**src/rtl/adc_seq_pkg.sv**
```systemverilog
package adc_seq_pkg;

   typedef enum logic [1:0] {
      PH_INIT = 2'd0,
      PH_IDLE = 2'd1,
      PH_STAB = 2'd2,
      PH_RUN  = 2'd3
   } seq_state_e;

   localparam int ST_W    = 3;
   localparam int ST_NEW  = 0;
   localparam int ST_OVR  = 1;
   localparam int ST_LATE = 2;

endpackage

```
**src/rtl/adc_seq_ctrl.sv**
```systemverilog
module adc_seq_ctrl
   import adc_seq_pkg::*;
#(
   parameter int INIT_TICKS = 500,
   parameter int STAB_TICKS = 1500
) (
   input  logic       clk,
   input  logic       rst,
   input  logic       tick,
   input  logic       pwr_good,
   input  logic       start,
   output seq_state_e state_o
);

   localparam int MAXW = (INIT_TICKS > STAB_TICKS) ? INIT_TICKS : STAB_TICKS;
   localparam int CW   = $clog2(MAXW + 1);
   localparam logic [CW-1:0] INIT_LAST = CW'(INIT_TICKS - 1);
   localparam logic [CW-1:0] STAB_LAST = CW'(STAB_TICKS - 1);

   seq_state_e    state_q;
   logic [CW-1:0] cnt_q;

   always_ff @(posedge clk) begin
      if (rst || !pwr_good) begin
         state_q <= PH_INIT;
         cnt_q   <= '0;
      end else begin
         case (state_q)
            PH_INIT: if (tick) begin
               if (cnt_q == INIT_LAST) begin
                  state_q <= PH_IDLE;
                  cnt_q   <= '0;
               end else begin
                  cnt_q <= cnt_q + 1'b1;
               end
            end
            PH_IDLE: if (start) begin
               state_q <= PH_STAB;
               cnt_q   <= '0;
            end
            PH_STAB: if (tick) begin
               if (cnt_q == STAB_LAST) begin
                  state_q <= PH_RUN;
                  cnt_q   <= '0;
               end else begin
                  cnt_q <= cnt_q + 1'b1;
               end
            end
            default: cnt_q <= '0;
         endcase
      end
   end

   assign state_o = state_q;

   AST_IDLE_NEEDS_START: assert property (@(posedge clk) disable iff (rst)
      (state_q == PH_IDLE && !start && pwr_good) |=> state_q == PH_IDLE);

endmodule

```
**src/rtl/adc_seq_osc.sv**
```systemverilog
module adc_seq_osc #(
   parameter int OSC_DIV = 4,
   parameter bit ENABLE  = 1'b1
) (
   input  logic clk,
   input  logic rst,
   input  logic tick,
   input  logic active,
   output logic osc_o
);

   generate
      if (ENABLE) begin : g_toggle
         localparam int DW = (OSC_DIV > 1) ? $clog2(OSC_DIV) : 1;
         localparam logic [DW-1:0] DIV_LAST = DW'(OSC_DIV - 1);
         logic [DW-1:0] div_q;
         logic          osc_q;

         always_ff @(posedge clk) begin
            if (rst || !active) begin
               div_q <= '0;
               osc_q <= 1'b0;
            end else if (tick) begin
               if (div_q == DIV_LAST) begin
                  div_q <= '0;
                  osc_q <= ~osc_q;
               end else begin
                  div_q <= div_q + 1'b1;
               end
            end
         end

         assign osc_o = osc_q;

         AST_OSC_QUIET_OFF: assert property (@(posedge clk) disable iff (rst)
            !active |=> !osc_q);
      end else begin : g_quiet
         assign osc_o = 1'b0;
      end
   endgenerate

endmodule

```
**src/rtl/adc_seq_period.sv**
```systemverilog
module adc_seq_period #(
   parameter int PERIOD_TICKS  = 1000,
   parameter int INVALID_TICKS = 8,
   parameter int RDWIN_TICKS   = 100
) (
   input  logic clk,
   input  logic rst,
   input  logic tick,
   input  logic run,
   output logic upd_o,
   output logic int_o,
   output logic rd_open_o,
   output logic seen_o
);

   localparam int PW = $clog2(PERIOD_TICKS);
   localparam int RW = $clog2(RDWIN_TICKS + 1);
   localparam logic [PW-1:0] PH_LAST = PW'(PERIOD_TICKS - 1);
   localparam logic [PW-1:0] PH_UPD  = PW'(PERIOD_TICKS - INVALID_TICKS - 1);
   localparam logic [RW-1:0] RW_FULL = RW'(RDWIN_TICKS);

   logic [PW-1:0] phase_q;
   logic [RW-1:0] rw_q;
   logic          int_q;
   logic          seen_q;
   logic          end_ev;

   assign end_ev = run && tick && (phase_q == PH_LAST);
   assign upd_o  = run && tick && (phase_q == PH_UPD);

   always_ff @(posedge clk) begin
      if (rst || !run) begin
         phase_q <= '0;
         rw_q    <= '0;
         int_q   <= 1'b0;
         seen_q  <= 1'b0;
      end else begin
         if (tick) phase_q <= end_ev ? '0 : phase_q + 1'b1;
         if (end_ev)    int_q <= 1'b1;
         else if (tick) int_q <= 1'b0;
         if (end_ev)                 rw_q <= RW_FULL;
         else if (tick && rw_q != 0) rw_q <= rw_q - 1'b1;
         if (end_ev) seen_q <= 1'b1;
      end
   end

   assign int_o     = int_q;
   assign rd_open_o = (rw_q != '0);
   assign seen_o    = seen_q;

   AST_INT_ONE_TICK: assert property (@(posedge clk) disable iff (rst)
      (int_q && tick) |=> !int_q);
   AST_UPD_NOT_AT_INT: assert property (@(posedge clk) disable iff (rst)
      upd_o |=> !int_q);

endmodule

```
**src/rtl/adc_seq_regs.sv**
```systemverilog
module adc_seq_regs
   import adc_seq_pkg::*;
#(
   parameter int DW = 16
) (
   input  logic          clk,
   input  logic          rst,
   input  logic          pwr_good,
   input  seq_state_e    state,
   input  logic          upd,
   input  logic [DW-1:0] sample,
   input  logic          rd_strobe,
   input  logic          rd_sel,
   input  logic          rd_open,
   input  logic          seen,
   output logic [DW-1:0] chan_o,
   output logic [ST_W-1:0] status_o,
   output logic          late_o
);

   logic [DW-1:0]   chan_q;
   logic [ST_W-1:0] stat_q;
   logic            late_q;
   logic            clr;
   logic            late_ev;
   logic            wipe;

   assign wipe    = rst || !pwr_good || (state == PH_INIT);
   assign clr     = rd_strobe && rd_sel;
   assign late_ev = (state == PH_RUN) && rd_strobe && seen && !rd_open;

   always_ff @(posedge clk) begin
      if (wipe) begin
         chan_q <= '0;
         stat_q <= '0;
         late_q <= 1'b0;
      end else begin
         if (upd) chan_q <= sample;
         stat_q[ST_NEW]  <= upd | (stat_q[ST_NEW] & ~clr);
         stat_q[ST_OVR]  <= (upd & stat_q[ST_NEW] & ~clr) | (stat_q[ST_OVR] & ~clr);
         stat_q[ST_LATE] <= late_ev | (stat_q[ST_LATE] & ~clr);
         late_q          <= late_ev;
      end
   end

   assign chan_o   = chan_q;
   assign status_o = stat_q;
   assign late_o   = late_q;

   AST_CHAN_ONLY_ON_UPD: assert property (@(posedge clk) disable iff (rst)
      !upd |=> (chan_q == $past(chan_q) || chan_q == '0));
   AST_STATUS_STICKY: assert property (@(posedge clk) disable iff (rst)
      !clr |=> ((stat_q & $past(stat_q)) == $past(stat_q) || stat_q == '0));
   AST_NO_LATE_IN_WINDOW: assert property (@(posedge clk) disable iff (rst)
      (rd_strobe && rd_open) |=> !late_q);

endmodule

```
**src/rtl/adc_ready_seq.sv**
```systemverilog
module adc_ready_seq
   import adc_seq_pkg::*;
#(
   parameter int DW            = 16,
   parameter int INIT_TICKS    = 500,
   parameter int STAB_TICKS    = 1500,
   parameter int PERIOD_TICKS  = 1000,
   parameter int INVALID_TICKS = 8,
   parameter int RDWIN_TICKS   = 100,
   parameter int OSC_DIV       = 4,
   parameter bit INIT_TOGGLE   = 1'b1
) (
   input  logic          clk,
   input  logic          rst,
   input  logic          tick,
   input  logic          pwr_good,
   input  logic          start,
   input  logic          rd_strobe,
   input  logic          rd_sel,
   input  logic [DW-1:0] sample_in,
   output logic          int_o,
   output logic [DW-1:0] chan_data,
   output logic [2:0]    status,
   output logic          late_flag
);

   generate
      if (INVALID_TICKS < 1 || INVALID_TICKS >= PERIOD_TICKS) begin : g_bad_invalid
         $error("INVALID_TICKS must lie in 1..PERIOD_TICKS-1");
      end
      if (RDWIN_TICKS < 1 || RDWIN_TICKS + INVALID_TICKS >= PERIOD_TICKS) begin : g_bad_rdwin
         $error("read window must end before the data-invalid window");
      end
      if (INIT_TICKS < 1 || STAB_TICKS < 1 || OSC_DIV < 1 || DW < 1) begin : g_bad_misc
         $error("window lengths, OSC_DIV and DW must be positive");
      end
   endgenerate

   seq_state_e state;
   logic       run;
   logic       upd;
   logic       int_run;
   logic       rd_open;
   logic       seen;
   logic       osc;
   logic [ST_W-1:0] stat_w;

   adc_seq_ctrl #(
      .INIT_TICKS (INIT_TICKS),
      .STAB_TICKS (STAB_TICKS)
   ) i_ctrl (
      .clk      (clk),
      .rst      (rst),
      .tick     (tick),
      .pwr_good (pwr_good),
      .start    (start),
      .state_o  (state)
   );

   assign run = (state == PH_RUN) && pwr_good;

   adc_seq_osc #(
      .OSC_DIV (OSC_DIV),
      .ENABLE  (INIT_TOGGLE)
   ) i_osc (
      .clk    (clk),
      .rst    (rst),
      .tick   (tick),
      .active ((state == PH_INIT) && pwr_good),
      .osc_o  (osc)
   );

   adc_seq_period #(
      .PERIOD_TICKS  (PERIOD_TICKS),
      .INVALID_TICKS (INVALID_TICKS),
      .RDWIN_TICKS   (RDWIN_TICKS)
   ) i_period (
      .clk       (clk),
      .rst       (rst),
      .tick      (tick),
      .run       (run),
      .upd_o     (upd),
      .int_o     (int_run),
      .rd_open_o (rd_open),
      .seen_o    (seen)
   );

   adc_seq_regs #(
      .DW (DW)
   ) i_regs (
      .clk       (clk),
      .rst       (rst),
      .pwr_good  (pwr_good),
      .state     (state),
      .upd       (upd),
      .sample    (sample_in),
      .rd_strobe (rd_strobe),
      .rd_sel    (rd_sel),
      .rd_open   (rd_open),
      .seen      (seen),
      .chan_o    (chan_data),
      .status_o  (stat_w),
      .late_o    (late_flag)
   );

   assign status = stat_w;
   assign int_o  = (state == PH_INIT) ? osc : int_run;

   AST_NO_INT_IN_STAB: assert property (@(posedge clk) disable iff (rst)
      (state == PH_STAB) |-> !int_o);
   AST_NO_STATUS_IN_INIT: assert property (@(posedge clk) disable iff (rst)
      (state == PH_INIT) |-> (status == '0));
   AST_PWR_LOSS_CLEARS: assert property (@(posedge clk) disable iff (rst)
      !pwr_good |=> (chan_data == '0 && status == '0 && !late_flag));

endmodule

```
**config.mk**
```make
export PLATFORM = sky130hd
export DESIGN_NAME = adc_ready_seq
export DESIGN_NICKNAME = d
export VERILOG_FILES = /design/src/rtl/adc_seq_pkg.sv /design/src/rtl/adc_seq_ctrl.sv /design/src/rtl/adc_seq_osc.sv /design/src/rtl/adc_seq_period.sv /design/src/rtl/adc_seq_regs.sv /design/src/rtl/adc_ready_seq.sv
export SDC_FILE = /design/constraint.sdc
export NUM_CORES = 1
export LEC_CHECK = 0
export BUFFER_PORTS_ARGS = -buffer_cell sky130_fd_sc_hd__buf_4
export CORE_MARGIN = 5
export CORE_UTILIZATION = 55
export DETAILED_ROUTE_END_ITERATION = 12
export GPL_TIMING_DRIVEN = 0
export PLACE_DENSITY = 0.79
export SKIP_LAST_GASP = 1
export SYNTH_ARGS = -nofsm -noshare
export SYNTH_HDL_FRONTEND = slang
export SYNTH_SLANG_ARGS = --single-unit
```
**constraint.sdc**
```tcl
create_clock -name clk -period 2.21 [get_ports clk]
set_clock_uncertainty 0.15 [all_clocks]
set_input_delay 0.1105 -clock clk [delete_from_list [all_inputs] [get_ports clk]]
set_output_delay 0.1105 -clock clk [all_outputs]
set_load 0.1 [all_outputs]
```
==> impl_results.md, run 1 <==
- Outcome: finished clean
- Vias after detailed routing: between 2000 and 2500
- Final Instance Area: 3188 um^2
- Worst-path clk slew: roughly 0.090 ns
- Cell Pwr Density: 524.2 nW/um^2
- Clk_lat worst skew: between 0.3 and 0.4 ns
- Post-synth EDFFs: 0
- Remaining Overflow, GRT: 0
- Fin Hold WS: 0.04406 ns
- Worst VDD drop: 413.5 uV
- Slew @ Worst Pin: 0.5323 ns
- Drt total wl: ~5600 um
- Post-synth cell types: 46
- Initial antenna violation count: 0
- Hold Vio Cnt, Final: 0
- Largest family of logic cells by synthesized area: simple AND/OR/NAND/NOR gates
- Number of max-cap violations: 0
- Non-Filler Instances: around 410
- Fin crit period: 2.128 ns
- Initial Util: between 50% and 60%
- DRT iter0 DRCs: 89
- Yosys reg bits: 55
- GPL Wtd Cong: approximately 0.85
- Core area: about 4400 um^2
- First drt pass iteration count: 4
- Avg Inst Size Synth: 8.644 um^2
- ANT nets after route: 0
- Io pins: between 40 and 50
- CP endpoint kind: register
- Syn. warnings: 0
- Drt drc: 0
- Synth Area in Simple Gates: 26.20%
- Fill cells: 320
- WL per Instance: 13.76 um
- Critical Path RT: 2.27 ns
- Xor and xnor area share after synthesis: 6.779%
- Post-DP Area: roughly 2800 um^2
- CTS tree: yes
- DP HPWL: 3808 um
- Final Cycle Share: 96.29%
- Clock tree sinks: 55
- Share of cells above drive strength 1: 22.32%
- Final net count: 386
- Hold Path Class: in2reg
- # setup viols final: 0
- Post-Synthesis Cells: approximately 280
- Die Area: 5900 um^2
- Post-synthesis sequential area ratio: ~45%
- Crit path DAT: 2.18 ns
- Compound-Gate Fraction of Synth Area: between 10 and 15%
- Mux cell area share after synthesis: 1.274%
- H-Tree Depth: 2
- Cts bufs inserted: 5
- Cell Area, Synth: 2455 um^2
- Post-Synth Adder-Cell Area: under 10%
- Post-Synthesis Net Count: between 300 and 400
- DR vias/cell: 5.409
- Worst-path fanout max: 10
- FMAX: 469.9 MHz
- Pre-CTS setup slack: -0.1247 ns
- Gr usage total: 19.58%
- Area delta synth->final: 29.87%
- Die Wd: 76.81 um
- Dominant synthesized flop cell: dfxtp_1
- Vias in the first global route: 2122
- Setup ws final: 0.08188 ns
- PortBufs: 43
- Rows: 24
- LEAKAGE: 0.001171 uW
- Vert. Die Dim: between 70 and 80 um
- RSZ-0062 raised after global routing: false
- Power Total: 1671 uW
- Clock Tree Buf Depth: 2
- Post-placement cell count: 379
- Crit Path Class: reg2reg
- Max_slew headroom: 64.20%
- Root buffer cell: clkbuf_8
- FFs w/ async S/R, synth: 0%
- First-pass GRT wire length: between 9000 and 10000 um
- Critical Path Start Type: register
- Ant. Diodes: 0
- Largest net degree at the start of global routing: 18
- Final Max Tran Viols: 0
==> stage by stage <==
stage / setup TNS [ns] / utilization, %
after floorplan: 0 / -
after global placement: -0.3923 / 65.29
after detailed placement: -0.9083 / 65.29
after CTS: 0 / 71.90
after global routing: 0 / 73.22
final: 0 / 73.22
==> metal layers <==
layer  vias up  track usage [%]  routed length, um
met1      1016            25.55               2594
li1       1133                -                  -
met4         0            5.944                 60
met3         7            4.801                270
met5         -                0                  0
met2        40            31.83               2663
==> cell type report <==
class                           count  area [um^2]  area share [%]
Multi-Input combinational cell    213         1325           41.56
Sequential cell                    55         1106           34.69
Timing Repair Buffer               63        518.0           16.25
Clock buffer                        6        82.58           2.590
Tap cell                           52        65.06           2.041
Buffer                              8        48.80           1.531
Inverter                            7        26.28          0.8242
Clock inverter                      2        16.27          0.5102
==> cell families after synthesis <==
group | Yosys count
and+or+nand+nor | 130
DFF | 55
xor gates and xnor gates | 19
AOI/OAI and AO/OA | 51
adders and majority gates | 10
buffers and inverters | 16
muxes | 3
==> Yosys cell counts, types with 2 or more instances <==
| cell type | number | area (um^2) |
|---|---|---|
| xor2_1 | 13 | 113.9 |
| clkbuf_1 | 3 | 11.26 |
| or3_1 | 4 | 25.02 |
| o211ai_1 | 2 | 15.01 |
| nand3_1 | 10 | 50.05 |
| inv_1 | 7 | 26.28 |
| o22ai_1 | 2 | 12.51 |
| nand4_1 | 11 | 68.82 |
| mux2i_1 | 2 | 20.02 |
| buf_2 | 4 | 20.02 |
| nor2b_1 | 2 | 12.51 |
| a21oi_1 | 29 | 145.1 |
| dfxtp_1 | 55 | 1101 |
| o21ai_0 | 2 | 10.01 |
| buf_6 | 2 | 22.52 |
| and4_1 | 2 | 17.52 |
| nand2b_1 | 3 | 18.77 |
| o31ai_1 | 3 | 22.52 |
| nor2_1 | 27 | 101.4 |
| xnor2_1 | 6 | 52.55 |
| o311ai_0 | 3 | 26.28 |
| and3_1 | 5 | 31.28 |
| nand3_2 | 2 | 20.02 |
| ha_1 | 10 | 125.1 |
| nand2_1 | 52 | 195.2 |
| nor4_1 | 3 | 18.77 |
==> worst paths after layout <==
kind	from	end	slack, ns	cells past startpoint
worst min register to register	i_period.seen_o	i_period.seen_o	0.31	2
worst min-delay path	start	i_ctrl.cnt_q[1]	0.04	4
worst max register to register	i_ctrl.state_o[0]	i_period.phase_q[7]	0.08	8
worst max-delay path	i_ctrl.state_o[0]	i_period.phase_q[7]	0.08	8
==> timing repair <==
item,CTS,global route
setup endpoints to repair,26,32
pin swaps,0,1
hold endpoints to repair,19,0
buffers inserted,0,2
hold buffers,18,0
gates resized for setup,3,12
==> state kept, by name, summed over array words and instances, names as in the netlist <==
register	cells
i_ctrl.cnt_q	11
i_ctrl.state_o	2
i_osc.g_toggle.div_q	2
i_osc.osc_o	1
i_period.int_o	1
i_period.phase_q	10
i_period.rw_q	7
i_period.seen_o	1
i_regs.chan_o	16
i_regs.late_o	1
i_regs.status_o	3
==> power breakdown <==
group	total [uW]	internal, uW	switching (uW)	leakage (uW)
sequential	995	993	2.57	0.000445
combinational	90.5	55.6	34.9	0.000679
clock	586	256	329	0.0000474
total	1670	1300	367	0.00117
==> critical path, cell delays in order, from the launching register on <==
cell	delay (ns)
dfxtp_2	0.40
ha_4	0.18
and4_1	0.23
nand3_2	0.13
or4_4	0.50
buf_6	0.15
nand3_2	0.09
buf_6	0.15
nor2_1	0.05
==> cells in the final DEF (no fill, tap or decap), types with 7 or more instances in the layout <==
master,count
nand2_1,52
dfxtp_1,51
buf_4,45
a21oi_1,29
nor2_1,26
dlygate4sd3_1,18
xor2_1,13
nand4_1,11
nand3_1,10
inv_1,7
ha_1,7
No activity file was read; power rests on OpenSTA's default activity.
==> inputs of run 2 (changes only) <==
- CORE_MARGIN: 5 -> 2
==> run 2 against run 1 <==
Setup slack improved by 0.011 ns. Clock power rose by 10%. Sequential power about the same. Critical path type unchanged. First-iteration DRC count rose by 48%. Cell area hardly changed. Critical path depth unchanged. Non-clock buffer count fell by 1. Sequential share of layout area up 0.065 points. Routed wire length up 1.0%. Count of clock-buffer cells in the layout decreased by 1. Final cell count fell by 0.49%. Combinational power rose by 2%. Largest power group unchanged.
==> impl_results.md, run 2 (synthesis results as in run 1) <==
- Slowest CP cell: or4_4
- Max reg flops: 16 (unchanged)
- Vias in the first global route: 2167 (+2.1%)
- DRT iter0 DRCs: 132 (+48%)
- Clock tree sinks: 55 (unchanged)
- Final Max Tran Viols: 0 (unchanged)
- Slew @ Worst Pin: 0.4948 ns (-0.03743 ns)
- Crit path DAT: 2.16 ns (-0.02 ns)
- DR vias/cell: 5.584 (+3.2%)
- Remaining Overflow, GRT: 0 (unchanged)
- Largest net degree at the start of global routing: 17 (-1)
- Met1 usage: 27.67% (+2.1 points)
- Fin Hold WS: 0.07229 ns (+0.02822 ns)
- H-Tree Depth: 2 (unchanged)
- Drt drc: 0 (unchanged)
- ANT nets after route: 0 (unchanged)
- Busiest grt layer: met2
- CTS tree: yes
- Cts bufs inserted: 5 (unchanged)
- Crit Path Class: reg2reg
- Max incr delay on CP: 0.50 ns (about the same)
- Fin crit period: 2.117 ns (-0.01105 ns)
- Core area: 4324 um^2 (-0.69%)
- Vert. Die Dim: 70.81 um (-7.8%)
- Die Area: 5014 um^2 (-15%)
- Clk_lat worst skew: 0.30 ns (about the same)
- Postcts setup bufs: 0 (unchanged)
- DP HPWL: 3719 um (-2.3%)
- GPL Wtd Cong: 0.8533 (+0.39%)
- Rows: 24 (unchanged)
- Ant. Diodes: 0 (unchanged)
- CP Cell Sequence: ha_4, and4_1, nand3_2, or4_4, buf_6, nand3_2, buf_6, a21oi_1
- First drt pass iteration count: 5 (+1)
- Worst-path clk slew: 0.10 ns (about the same)
- Share of cells above drive strength 1: 21.31% (-1.0 points)
- Max_slew headroom: 66.72% (+2.5 points)
- Area delta synth->final: 29.92% (about the same)
- Setup ws final: 0.09294 ns (+0.01105 ns)
- Met3 GRT Util: 3.846% (-0.95 points)
- Worst-path fanout max: 10 (unchanged)
- Hold Path Class: in2reg
- Critical Path Start Type: register
- Initial Util: 56.77% (+0.39 points)
- First-pass GRT wire length: 9190 um (-5.8%)
- Final net count: 385 (-0.26%)
- # setup viols final: 0 (unchanged)
- Number of max-cap violations: 0 (unchanged)
- Vias after detailed routing: 2256 (+2.7%)
- CP endpoint kind: register
- Die Wd: 70.81 um (-7.8%)
- Outcome: finished clean
- Commonest non-fill, non-tap cell in the layout: nand2_1
- M2 GR Usage: 39.77% (+7.9 points)
- LEAKAGE: 0.001175 uW (+0.34%)
- Clock Tree Buf Depth: 2 (unchanged)
- WL per Instance: 13.98 um (+1.5%)
- Commonest cells after routing, fill and taps aside: 52 x nand2_1, 51 x dfxtp_1, 43 x buf_4
- Critical Path RT: 2.26 ns (about the same)
- Cell Pwr Density: 543.4 nW/um^2 (+3.7%)
- Gr usage total: 22.68% (+3.1 points)
- PortBufs: 43 (unchanged)
- Root buffer cell: clkbuf_8
- Pre-CTS setup slack: -0.09467 ns (+0.03000 ns)
- RSZ-0062 raised after global routing: true
- Worst VDD drop: 343.7 uV (-17%)
- Io pins: 44 (unchanged)
- Hold Vio Cnt, Final: 0 (unchanged)
- Final Cycle Share: 95.79% (-0.50 points)
- FMAX: 472.4 MHz (+0.52%)
- Drt total wl: 5646 um (+1.0%)
- Initial antenna violation count: 0 (unchanged)
## run 2: cell count changes in the layout (fill, tap and decap cells not counted), sizes merged
cell | before | now
buf | 50 | 49
bufinv | 0 | 1
clkbuf | 9 | 8
clkinv | 1 | 0
## run 2: layout make-up
| cell class | count | area (um^2) |
|---|---|---|
| Multi-Input combinational cell | 213 | 1326 |
| Sequential cell | 55 | 1109 |
| Fill cell | 328 | 1135 |
| Inverter | 7 | 26.28 |
| Tap cell | 52 | 65.06 |
| Timing Repair Buffer | 61 | 503.0 |
| Buffer | 9 | 53.80 |
| Clock buffer | 5 | 68.82 |
| Clock inverter | 2 | 37.54 |
## run 2: path summary, 6_finish.rpt
kind                                     endpoint         startpoint  slack (ns)  depth (start not counted)
worst min register to register   i_regs.chan_o[4]   i_regs.chan_o[4]        0.30                          2
worst max register to register   i_period.rw_q[4]  i_ctrl.state_o[0]        0.09                          8
worst max-delay path             i_period.rw_q[4]  i_ctrl.state_o[0]        0.09                          8
worst min-delay path            i_ctrl.state_o[0]           pwr_good        0.07                          3
## run 2: metal layers
metal,up-vias,share of wire (%)
li1,1123,-
met1,1057,43
met2,64,50
met3,12,4.9
met4,0,2.1
met5,-,0
## run 2: timing repair
action	CTS	global route
pin swaps	0	3
hold buffers	18	0
resized for setup	4	12
setup endpoints to repair	26	30
gates cloned	0	0
hold endpoints to repair	19	0
## run 2: power breakdown
| group | internal, uW | switching [uW] | leakage (uW) | total [uW] |
|---|---|---|---|---|
| combinational | 56.3 | 36.0 | 0.000679 | 92.3 |
| sequential | 991 | 2.52 | 0.000445 | 994 |
| clock | 331 | 315 | 0.0000502 | 647 |
## run 2: metrics by stage
step	area, um^2	utilization [%]	total power [uW]	std cells	TNS, ns
final	3189	73.76	1733	404	0
after global routing	3189	73.76	1795	404	-0.001058
after CTS	3139	72.60	1746	404	0
after detailed placement	2843	65.74	1079	379	-1.434
after global placement	2843	65.74	1078	379	-0.4359
after floorplan	2455	-	1040	284	0
## run 2: critical path, delay by kind of cell (launching register included)
kind | cells | cell delay [ns]
compound gates | 1 | 0.05
simple gates | 4 | 0.96
buf+inv | 2 | 0.29
fa+ha+maj | 1 | 0.17
flops | 1 | 0.39
==> inputs of run 3 (changes only) <==
- CORE_ASPECT_RATIO: default -> 1.5
- PLACE_DENSITY: 0.79 -> 0.78
==> run 3 against run 2 <==
Final cell count fell by 0.50%. Hold slack got worse by 0.028 ns. Global-route usage rose by 0.19 points. Critical path depth did not move. Combinational power rose by 2.4%. Sequential share of layout area fell by 0.27 points. Highest routed layer unchanged. Sequential power barely moved.
==> impl_results.md, run 3 (synthesis results as in run 1) <==
- Remaining Overflow, GRT: 0 (unchanged)
- Share of cells above drive strength 1: 22.47% (+1.2 points)
- ANT nets after route: 0 (unchanged)
- Worst Reg2Reg Path Length in Cells: 8 (unchanged)
- Commonest cells after routing, fill and taps aside: 52 x nand2_1, 51 x dfxtp_1, 45 x buf_4
- Worst VDD drop: 534.9 uV (+56%)
- PortBufs: 43 (unchanged)
- Non-Filler Instances: 402 (-0.50%)
- Fin Hold WS: 0.04454 ns (-0.02775 ns)
- Clock tree sinks: 55 (unchanged)
- Critical Path RT: 2.27 ns (about the same)
- Pint: 1336 uW (-3.1%)
- Max incr delay on CP: 0.50 ns (about the same)
- Slew @ Worst Pin: 0.6238 ns (+0.1290 ns)
- Post-DP Area: 2835 um^2 (-0.26%)
- Crit Path Class: reg2reg
- CTS tree: yes
- First drt pass iteration count: 4 (-1)
- Critical Path Start Type: register
- Crit path DAT: 2.18 ns (+0.02 ns)
- Outcome: finished clean
- Sequential cell fraction of total power: 59.0% (+1.7 points)
- Hold Path Class: in2reg
- Crit path buffers/inverters: 2 (unchanged)
- Cts bufs inserted: 5 (unchanged)
- Drt drc: 0 (unchanged)
- Worst-path clk slew: 0.09 ns (about the same)
- Switching power share of the total: 20.79% (+0.36 points)
- DR vias/cell: 5.517 (-1.2%)
- Max reg flops: 16 (unchanged)
- Post-placement cell count: 373 (-1.6%)
- Max_slew headroom: 58.04% (-8.7 points)
- Io pins: 44 (unchanged)
- Fin Setup TNS: 0 ns (unchanged)
- Power Total: 1687 uW (-2.7%)
- Largest net degree at the start of global routing: 17 (unchanged)
- Worst-path fanout max: 10 (unchanged)
- Root buffer cell: clkbuf_8
- Slowest CP cell: or4_4
- H-Tree Depth: 2 (unchanged)
- Clock Power Share: 35.4% (-1.9 points)
- # setup viols final: 0 (unchanged)
- Net Switching: 350.6 uW (-0.98%)
- LEAKAGE: 0.001186 uW (+0.91%)
- Commonest non-fill, non-tap cell in the layout: nand2_1
- Crit path max-delay family: simple AND/OR/NAND/NOR gates
- Rows: 29 (+21%)
- Final Instance Area: 3207 um^2 (+0.55%)
- Clk_lat worst skew: 0.30 ns (about the same)
- Initial antenna violation count: 0 (unchanged)
- Final net count: 388 (+0.78%)
- RSZ-0062 raised after global routing: false
- DRT iter0 DRCs: 60 (-55%)
- Min-Delay Path Depth: 3 (unchanged)
- Vert. Die Dim: 85.82 um (+21%)
- CP Cell Sequence: ha_4, and4_1, nand3_2, or4_4, buf_6, nand3_2, buf_6, nor2_1
- WL per Instance: 13.54 um (-3.1%)
- WP depth: 8 (unchanged)
- Vias in the first global route: 2156 (-0.51%)
- Cell Pwr Density: 525.9 nW/um^2 (-3.2%)
- FMAX: 470.4 MHz (-0.41%)
- Final Cycle Share: 96.19% (+0.39 points)
- Number of max-cap violations: 0 (unchanged)
- Gr usage total: 22.87% (+0.19 points)
- Die Wd: 58.55 um (-17%)
- First-pass GRT wire length: 9011 um (-1.9%)
- Die Area: 5025 um^2 (+0.21%)
- Core area: 4245 um^2 (-1.8%)
- Area delta synth->final: 30.63%
- Vias after detailed routing: 2218 (-1.7%)
- Clock Tree Buf Depth: 2 (unchanged)
- GPL Wtd Cong: 0.7887 (-7.6%)
- Final Max Tran Viols: 0 (unchanged)
- Initial Util: 57.82% (+1.1 points)
- DP HPWL: 3801 um (+2.2%)
- Comb power frac: 5.6% (+0.3 points)
- Hold Vio Cnt, Final: 0 (unchanged)
- Ant. Diodes: 0 (unchanged)
- Drt total wl: 5444 um (-3.6%)
- CP endpoint kind: register
- Fin crit period: 2.126 ns (+0.008718 ns)
## run 3: cell count changes in the layout (fill, tap and decap cells not counted), sizes merged
cell,delta
dlygate4sd3,+1
bufinv,-1
clkbuf,+2
buf,+2
## run 3: through the flow
stage / utilization, % / setup slack (ns)
floorplan: - / 0.1717
global placement: 66.78 / -0.1097
detailed placement: 66.78 / -0.1260
CTS: 74.12 / 0.02843
global route: 75.54 / 0.002309
finish: 75.54 / 0.08422
## run 3: power by group through the flow
| stage | combinational [uW] | sequential [uW] | clock [uW] |
|---|---|---|---|
| finish | 94.5 | 995 | 597 |
| global route | 103 | 996 | 654 |
| CTS | 90.6 | 995 | 616 |
| detailed placement | 61.1 | 1020 | 0 |
| global placement | 60.5 | 1020 | 0 |
| floorplan | 22.4 | 1020 | 0 |
## run 3: path summary, 6_finish.rpt
| kind | startpoint | end | slack, ns |
|---|---|---|---|
| min | rst | i_ctrl.cnt_q[0] | 0.04 |
| min reg2reg | i_period.seen_o | i_period.seen_o | 0.30 |
| max reg2reg | i_ctrl.state_o[0] | i_period.phase_q[6] | 0.08 |
| max | i_ctrl.state_o[0] | i_period.phase_q[6] | 0.08 |
## run 3: per-layer routing
layer  share of wire, %  global-route usage (%)  vias to the layer above  wire length, um
met2                 57                   44.23                       34             3093
li1                   -                       -                     1133                -
met4                1.6                   8.245                        0               87
met5                  0                       0                        -                0
met3                2.5                   4.223                       10              135
met1                 39                   23.30                     1041             2128
## run 3: area by class of cell
| cell class | instances | area (um^2) |
|---|---|---|
| multi-input combinational | 213 | 1331 |
| sequential | 55 | 1106 |
| fill | 312 | 1039 |
| timing repair buffer | 64 | 528.0 |
| clock buffer | 7 | 96.34 |
| tap | 46 | 57.56 |
| buffer | 9 | 53.80 |
| inverter | 7 | 26.28 |
| clock inverter | 1 | 7.507 |
## run 3: what timing repair did
action / CTS / global route
endpoints found under the setup margin: 26 / 31
resized for setup: 4 / 14
buffers inserted: 1 / 1
pin swaps: 0 / 2
endpoints found under the hold margin: 19 / 0
hold buffers: 19 / 0
## run 3: tightest hold or removal path: stages
cell and delay (ns):
buf_4 0.08, nand2b_1 0.21, a21oi_1 0.06
